**src/rtl/adc_rd_pkg.sv**
```systemverilog
package adc_rd_pkg;
  typedef enum logic [1:0] {ST_IDLE, ST_XFER, ST_GAP} rd_state_e;
  // start bit plus two select bits
  localparam int unsigned ADDR_BITS  = 3;
  localparam int unsigned GAP_HALVES = 2;
endpackage

```
**src/rtl/adc_rd_tick.sv**
```systemverilog
module adc_rd_tick #(
  parameter int DIV_W = 8
) (
  input  logic             clk,
  input  logic             rst_n,
  input  logic             run,
  input  logic [DIV_W-1:0] half_div,
  output logic             tick
);
  logic [DIV_W-1:0] cnt;

  assign tick = run && (cnt == half_div);

  always_ff @(posedge clk or negedge rst_n) begin
    if (!rst_n)            cnt <= '0;
    else if (!run || tick) cnt <= '0;
    else                   cnt <= cnt + 1'b1;
  end
endmodule

```
**src/rtl/adc_rd_capture.sv**
```systemverilog
module adc_rd_capture #(
  parameter int RES_W = 8,
  parameter int IDX_W = 6
) (
  input  logic             clk,
  input  logic             rst_n,
  input  logic             clear,
  input  logic             fall_stb,
  input  logic [IDX_W-1:0] fall_idx,
  input  logic             sdo,
  output logic [RES_W-1:0] msb_word,
  output logic [RES_W-1:0] lsb_word
);
  import adc_rd_pkg::*;
  localparam logic [IDX_W-1:0] MSB_FIRST = IDX_W'(ADDR_BITS + 2);
  localparam logic [IDX_W-1:0] MSB_LAST  = IDX_W'(ADDR_BITS + 1 + RES_W);
  localparam logic [IDX_W-1:0] LSB_LAST  = IDX_W'(ADDR_BITS + 2*RES_W);

  logic take_msb, take_lsb;
  assign take_msb = fall_stb && (fall_idx >= MSB_FIRST) && (fall_idx <= MSB_LAST);
  assign take_lsb = fall_stb && (fall_idx >= MSB_LAST)  && (fall_idx <= LSB_LAST);

  always_ff @(posedge clk or negedge rst_n) begin
    if (!rst_n) begin
      msb_word <= '0;
      lsb_word <= '0;
    end else if (clear) begin
      msb_word <= '0;
      lsb_word <= '0;
    end else begin
      if (take_msb) msb_word <= {msb_word[RES_W-2:0], sdo};
      if (take_lsb) lsb_word <= {sdo, lsb_word[RES_W-1:1]};
    end
  end
endmodule

```
**src/rtl/adc_serial_reader.sv**
```systemverilog
module adc_serial_reader #(
  parameter int RES_W = 8,
  parameter int DIV_W = 8
) (
  input  logic             clk,
  input  logic             rst_n,
  input  logic             req_valid,
  input  logic [1:0]       req_sel,
  input  logic [DIV_W-1:0] req_div,
  output logic             busy,
  output logic             cs_n,
  output logic             sclk,
  output logic             sdi,
  output logic             sdi_oe,
  input  logic             sdo,
  output logic             done,
  output logic [RES_W-1:0] result,
  output logic             mismatch
);
  import adc_rd_pkg::*;
  localparam int LAST_FALL = ADDR_BITS + 2*RES_W;
  localparam int LAST_T    = 2*LAST_FALL;
  localparam int T_W       = $clog2(LAST_T + 1);
  localparam logic [T_W-1:0] LAST_T_V  = T_W'(LAST_T);
  localparam logic [T_W-1:0] ADDR_T_V  = T_W'(2*ADDR_BITS);

  rd_state_e        state;
  logic [T_W-1:0]   t_cnt, t_nxt;
  logic [1:0]       sel_q;
  logic [DIV_W-1:0] div_q;
  logic [1:0]       gap_cnt;
  logic             fin_q, tick, fall_stb, start;
  logic [T_W-1:0]   fall_idx;
  logic [RES_W-1:0] msb_word, lsb_word;

  assign busy     = (state != ST_IDLE);
  assign start    = (state == ST_IDLE) && req_valid;
  assign t_nxt    = t_cnt + 1'b1;
  assign fall_stb = (state == ST_XFER) && tick && sclk;
  assign fall_idx = {1'b0, t_nxt[T_W-1:1]};

  // address phase: slot 0 start, slot 1 sel[1], slot 2 sel[0]
  assign sdi_oe = (state == ST_XFER) && (t_cnt < ADDR_T_V);
  always_comb begin
    unique case (t_cnt[T_W-1:1])
      T_W'(0):  sdi = sdi_oe;
      T_W'(1):  sdi = sdi_oe && sel_q[1];
      default:  sdi = sdi_oe && sel_q[0];
    endcase
  end

  adc_rd_tick #(.DIV_W(DIV_W)) u_tick (
    .clk(clk), .rst_n(rst_n), .run(busy), .half_div(div_q), .tick(tick)
  );

  adc_rd_capture #(.RES_W(RES_W), .IDX_W(T_W)) u_cap (
    .clk(clk), .rst_n(rst_n), .clear(start), .fall_stb(fall_stb),
    .fall_idx(fall_idx), .sdo(sdo), .msb_word(msb_word), .lsb_word(lsb_word)
  );

  always_ff @(posedge clk or negedge rst_n) begin
    if (!rst_n) begin
      state    <= ST_IDLE;
      t_cnt    <= '0;
      sclk     <= 1'b0;
      cs_n     <= 1'b1;
      sel_q    <= '0;
      div_q    <= '0;
      gap_cnt  <= '0;
      fin_q    <= 1'b0;
      done     <= 1'b0;
      result   <= '0;
      mismatch <= 1'b0;
    end else begin
      done  <= 1'b0;
      fin_q <= 1'b0;
      if (fin_q) begin
        done     <= 1'b1;
        result   <= msb_word;
        mismatch <= (msb_word != lsb_word);
      end
      unique case (state)
        ST_IDLE: if (req_valid) begin
          state <= ST_XFER;
          cs_n  <= 1'b0;
          sclk  <= 1'b0;
          t_cnt <= '0;
          sel_q <= req_sel;
          div_q <= req_div;
        end
        ST_XFER: if (tick) begin
          t_cnt <= t_nxt;
          sclk  <= ~sclk;
          if (t_nxt == LAST_T_V) begin
            state   <= ST_GAP;
            cs_n    <= 1'b1;
            sclk    <= 1'b0;
            gap_cnt <= '0;
            fin_q   <= 1'b1;
          end
        end
        ST_GAP: if (tick) begin
          gap_cnt <= gap_cnt + 1'b1;
          if (gap_cnt == 2'(GAP_HALVES - 1)) state <= ST_IDLE;
        end
        default: state <= ST_IDLE;
      endcase
    end
  end
endmodule

```
**config.mk**
```make
export PLATFORM = sky130hd
export DESIGN_NAME = adc_serial_reader
export DESIGN_NICKNAME = d
export VERILOG_FILES = /design/src/rtl/adc_rd_pkg.sv /design/src/rtl/adc_rd_tick.sv /design/src/rtl/adc_rd_capture.sv /design/src/rtl/adc_serial_reader.sv
export SDC_FILE = /design/constraint.sdc
export NUM_CORES = 1
export LEC_CHECK = 0
export BUFFER_PORTS_ARGS = -buffer_cell sky130_fd_sc_hd__buf_2
export CORE_MARGIN = 1
export CORE_UTILIZATION = 40
export CTS_CLUSTER_DIAMETER = 30
export DETAILED_ROUTE_END_ITERATION = 12
export PLACE_DENSITY_LB_ADDON = 0.2
export SETUP_SLACK_MARGIN = 0.2
export SLEW_MARGIN = 5
export SYNTH_ARGS = -nofsm -noshare
export SYNTH_HDL_FRONTEND = slang
export SYNTH_SLANG_ARGS = --single-unit
```
**constraint.sdc**
```tcl
create_clock -name clk -period 5.6 [get_ports clk]
set_input_delay 1.12 -clock clk [delete_from_list [all_inputs] [get_ports clk]]
set_output_delay 1.12 -clock clk [all_outputs]
set_load 0.05 [all_outputs]
```
==> qor.csv <==
metric,value,unit
leading area contributor after synthesis,dfrtp_1,
filler cell count in the final layout,657,
Gate power share,25.0,%
Main synth FF type,dfrtp_1,
"most common cell after layout, fill and taps aside",dfrtp_1,
crit path DAT,1.88,ns
"commonest cells after routing, fill and taps aside","dfrtp_1 (56), buf_2 (28), nand2_1 (26)",
startpoint types,flip-flop,
Post-Place Cells,378,
post_cts resized,0,
Peak Freq,334,MHz
synth top area cells,"dfrtp_1 (48%), mux2_2 (7.0%), xor2_1 (6.6%)",
Clock Tree Buf Depth,2,
synthesis-stage register bit count,57,
maximum capacitance violations,0,
total grt overflow,0,
Max rail drop VDD,0.182,mV
# clock sinks,57,
hold_ws,0.502,ns
input/output buffers,28,
Sequential Power Share,40.5,%
Post-Synthesis Cell Area,2900,um2
Final Max Tran Viols,0,
setup TNS,0,ns
final setup vio count,0,
slew margin rel.,30.8,%
top cell type's share of synthesized area,48.3,%
Final Hold Viols,0,
Die W,87.1,um
Psw,0.470,mW
Final GP Congestion,0.769,
standard-cell rows,30,
Setup Skew,0.00915,ns
Initial DRC Count,75,
worst-path cell chain,"nor2b_1, and3_1, o311a_1, buf_2",
Worst Setup End Kind,output pin,
global-route wire length before repair,9.48,mm
full die area,7590,um2
via count,2006,
Cell Int Power,0.911,mW
design area,3340,um2
"CP delay by family, top",flip-flops,
CTS tree,yes,
crit path buf inv count,1,
Final ANT Viol Nets,0,
fin crit share,53.5,%
largest net degree at the start of global routing,58,
actual slew at the worst max-slew pin,1.04,ns
crit-path max cell delay,0.59,ns
area delta synth->final,15.1,%
outcome,finished clean,
CTS Buf Count,9,
Hold Path Class,flip-flop to flip-flop,
Sw Share,34.0,%
Hold Buf Count CTS,0,
master of the slowest instance on the critical path,dfrtp_1,
final setup slack of the worst path,2.60,ns
drt total wl,5.83,mm
Crit Path Category,flip-flop to output pin,
"EDFF count, synth",0,
P per Cell Area,414,nW/um2
synth unique cells,48,
Root Buffer,clkbuf_8,
TritonRoute pass-1 iters,5,
Clk pwr share,34.5,%
Mapped Cells,267,
CP Data Required Time,4.48,ns
Mapped Nets,285,
crit-path max FO,14,
gr usage total,16.8,%
core region area,6910,um2
syn avg cell area,10.9,um2
post-synthesis sequential area ratio,49.2,%
# IOs,29,
placed cell area,3090,um2
P_leak,1.62,nW
die height,87.1,um
setup bufs post-CTS,0,
min cycle time layout,3.00,ns
initial core utilization,42.0,%
H-tree depth,3,
initial antenna violation count,0,
Yosys warnings,0,
nets,311,
n_diodes,0,
layout cells sized above 1,23.2,%
reg2reg setup slack,3.29,ns
DRC Markers,0,
clock latency on the worst-skew pair,0.33,ns
dpl ws,2.97,ns
post-route insts no fill,394,
drt via density,5.09,
WL/cell,14.8,um
RSZ-0062 raised after global routing,false,
"Reg clk slew, reported paths",0.07,ns
vias in the first global route,1955,
Detailed Place HPWL,4.03,mm
Synth async-reset ratio,100,%
-- stage by stage --
step                power, mW  util, %
floorplan               0.834        -
global placement        0.908     44.8
detailed placement      0.916     44.8
CTS                      1.40     48.3
global route             1.46     48.3
finish                   1.38     48.3
-- final cells by class --
class | count | area [um2] | share of cell area, %
multi-input combinational | 190 | 1370 | 41.2
timing repair buffer | 29 | 148 | 4.43
clock buffer | 12 | 145 | 4.35
inverter | 6 | 22.5 | 0.675
clock inverter | 4 | 98.8 | 2.96
sequential | 57 | 1430 | 42.8
tap | 96 | 120 | 3.60
-- power groups by stage --
stage	combinational, mW	clock, mW	sequential [mW]
after floorplan	0.298	0	0.537
after global placement	0.342	0	0.566
after detailed placement	0.349	0	0.567
after CTS	0.350	0.487	0.559
after global routing	0.386	0.507	0.570
final	0.345	0.476	0.559
-- registers in the layout, summed over array words and instances, names as in the netlist --
name and cells:
state 2, u_cap.lsb_word 8, cs_n 1, t_cnt 6, sclk 1, fin_q 1
u_tick.cnt 8, sel_q 2, mismatch 1, result 8, done 1, gap_cnt 2
u_cap.msb_word 8, div_q 8
-- cells in the mapped netlist, types with 2 or more instances --
library cell	instances
nor3_1	6
clkbuf_1	5
buf_4	2
mux2_2	18
a21oi_1	8
xor2_1	22
buf_2	6
a211oi_1	2
nand2_1	26
nand3_1	10
and3_1	6
o31ai_1	3
a221oi_1	2
nor2b_1	2
ha_1	4
dfrtp_1	56
mux2i_1	16
nand2b_1	4
xnor2_1	3
o21ai_0	6
nor4_1	2
inv_1	6
nor2_1	21
and2_1	2
a22o_1	6
-- cell families (layout without fill, tap and decap cells) --
kind of cell             count (synthesis)  after routing  share of synthesized area, %
flip-flops                              57             57                          49.2
multiplexers                            34             34                          12.5
adder cells (fa/ha/maj)                  4              4                          1.73
AO/OA/AOI/OAI                           40             40                          11.1
AND/OR/NAND/NOR                         87             87                          14.5
buffers and inverters                   20             51                          3.37
XOR/XNOR                                25             25                          7.55
-- worst register-to-register path, stage by stage (launching register included) --
cell	delay, ns
dfrtp_1	0.44
ha_1	0.37
or3b_1	0.42
a211oi_1	0.23
o211ai_1	0.25
nor3_1	0.25
nand2b_1	0.14
a221oi_1	0.07
-- worst paths after layout --
check / start / end / cells after the start
max: state[0]$_DFFE_PN0P_ / sdi / 4
min: result[4]$_DFFE_PN0P_ / result[4]$_DFFE_PN0P_ / 1
max reg2reg: t_cnt[0]$_DFFE_PN0P_ / gap_cnt[0]$_DFFE_PN0P_ / 7
min reg2reg: result[4]$_DFFE_PN0P_ / result[4]$_DFFE_PN0P_ / 1
max in group asynchronous: rst_n / u_tick.cnt[0]$_DFF_PN0_ / 2
min in group asynchronous: rst_n / result[2]$_DFFE_PN0P_ / 2
-- routing by layer --
| layer | vias up | track usage [%] | wire [um] |
|---|---|---|---|
| met5 | - | 0 | 0 |
| met3 | 5 | 3.70 | 217 |
| met1 | 965 | 22.5 | 2860 |
| met2 | 38 | 25.8 | 2700 |
| li1 | 998 | - | - |
| met4 | 0 | 8.49 | 54 |
(Power assumes the default switching activity.)
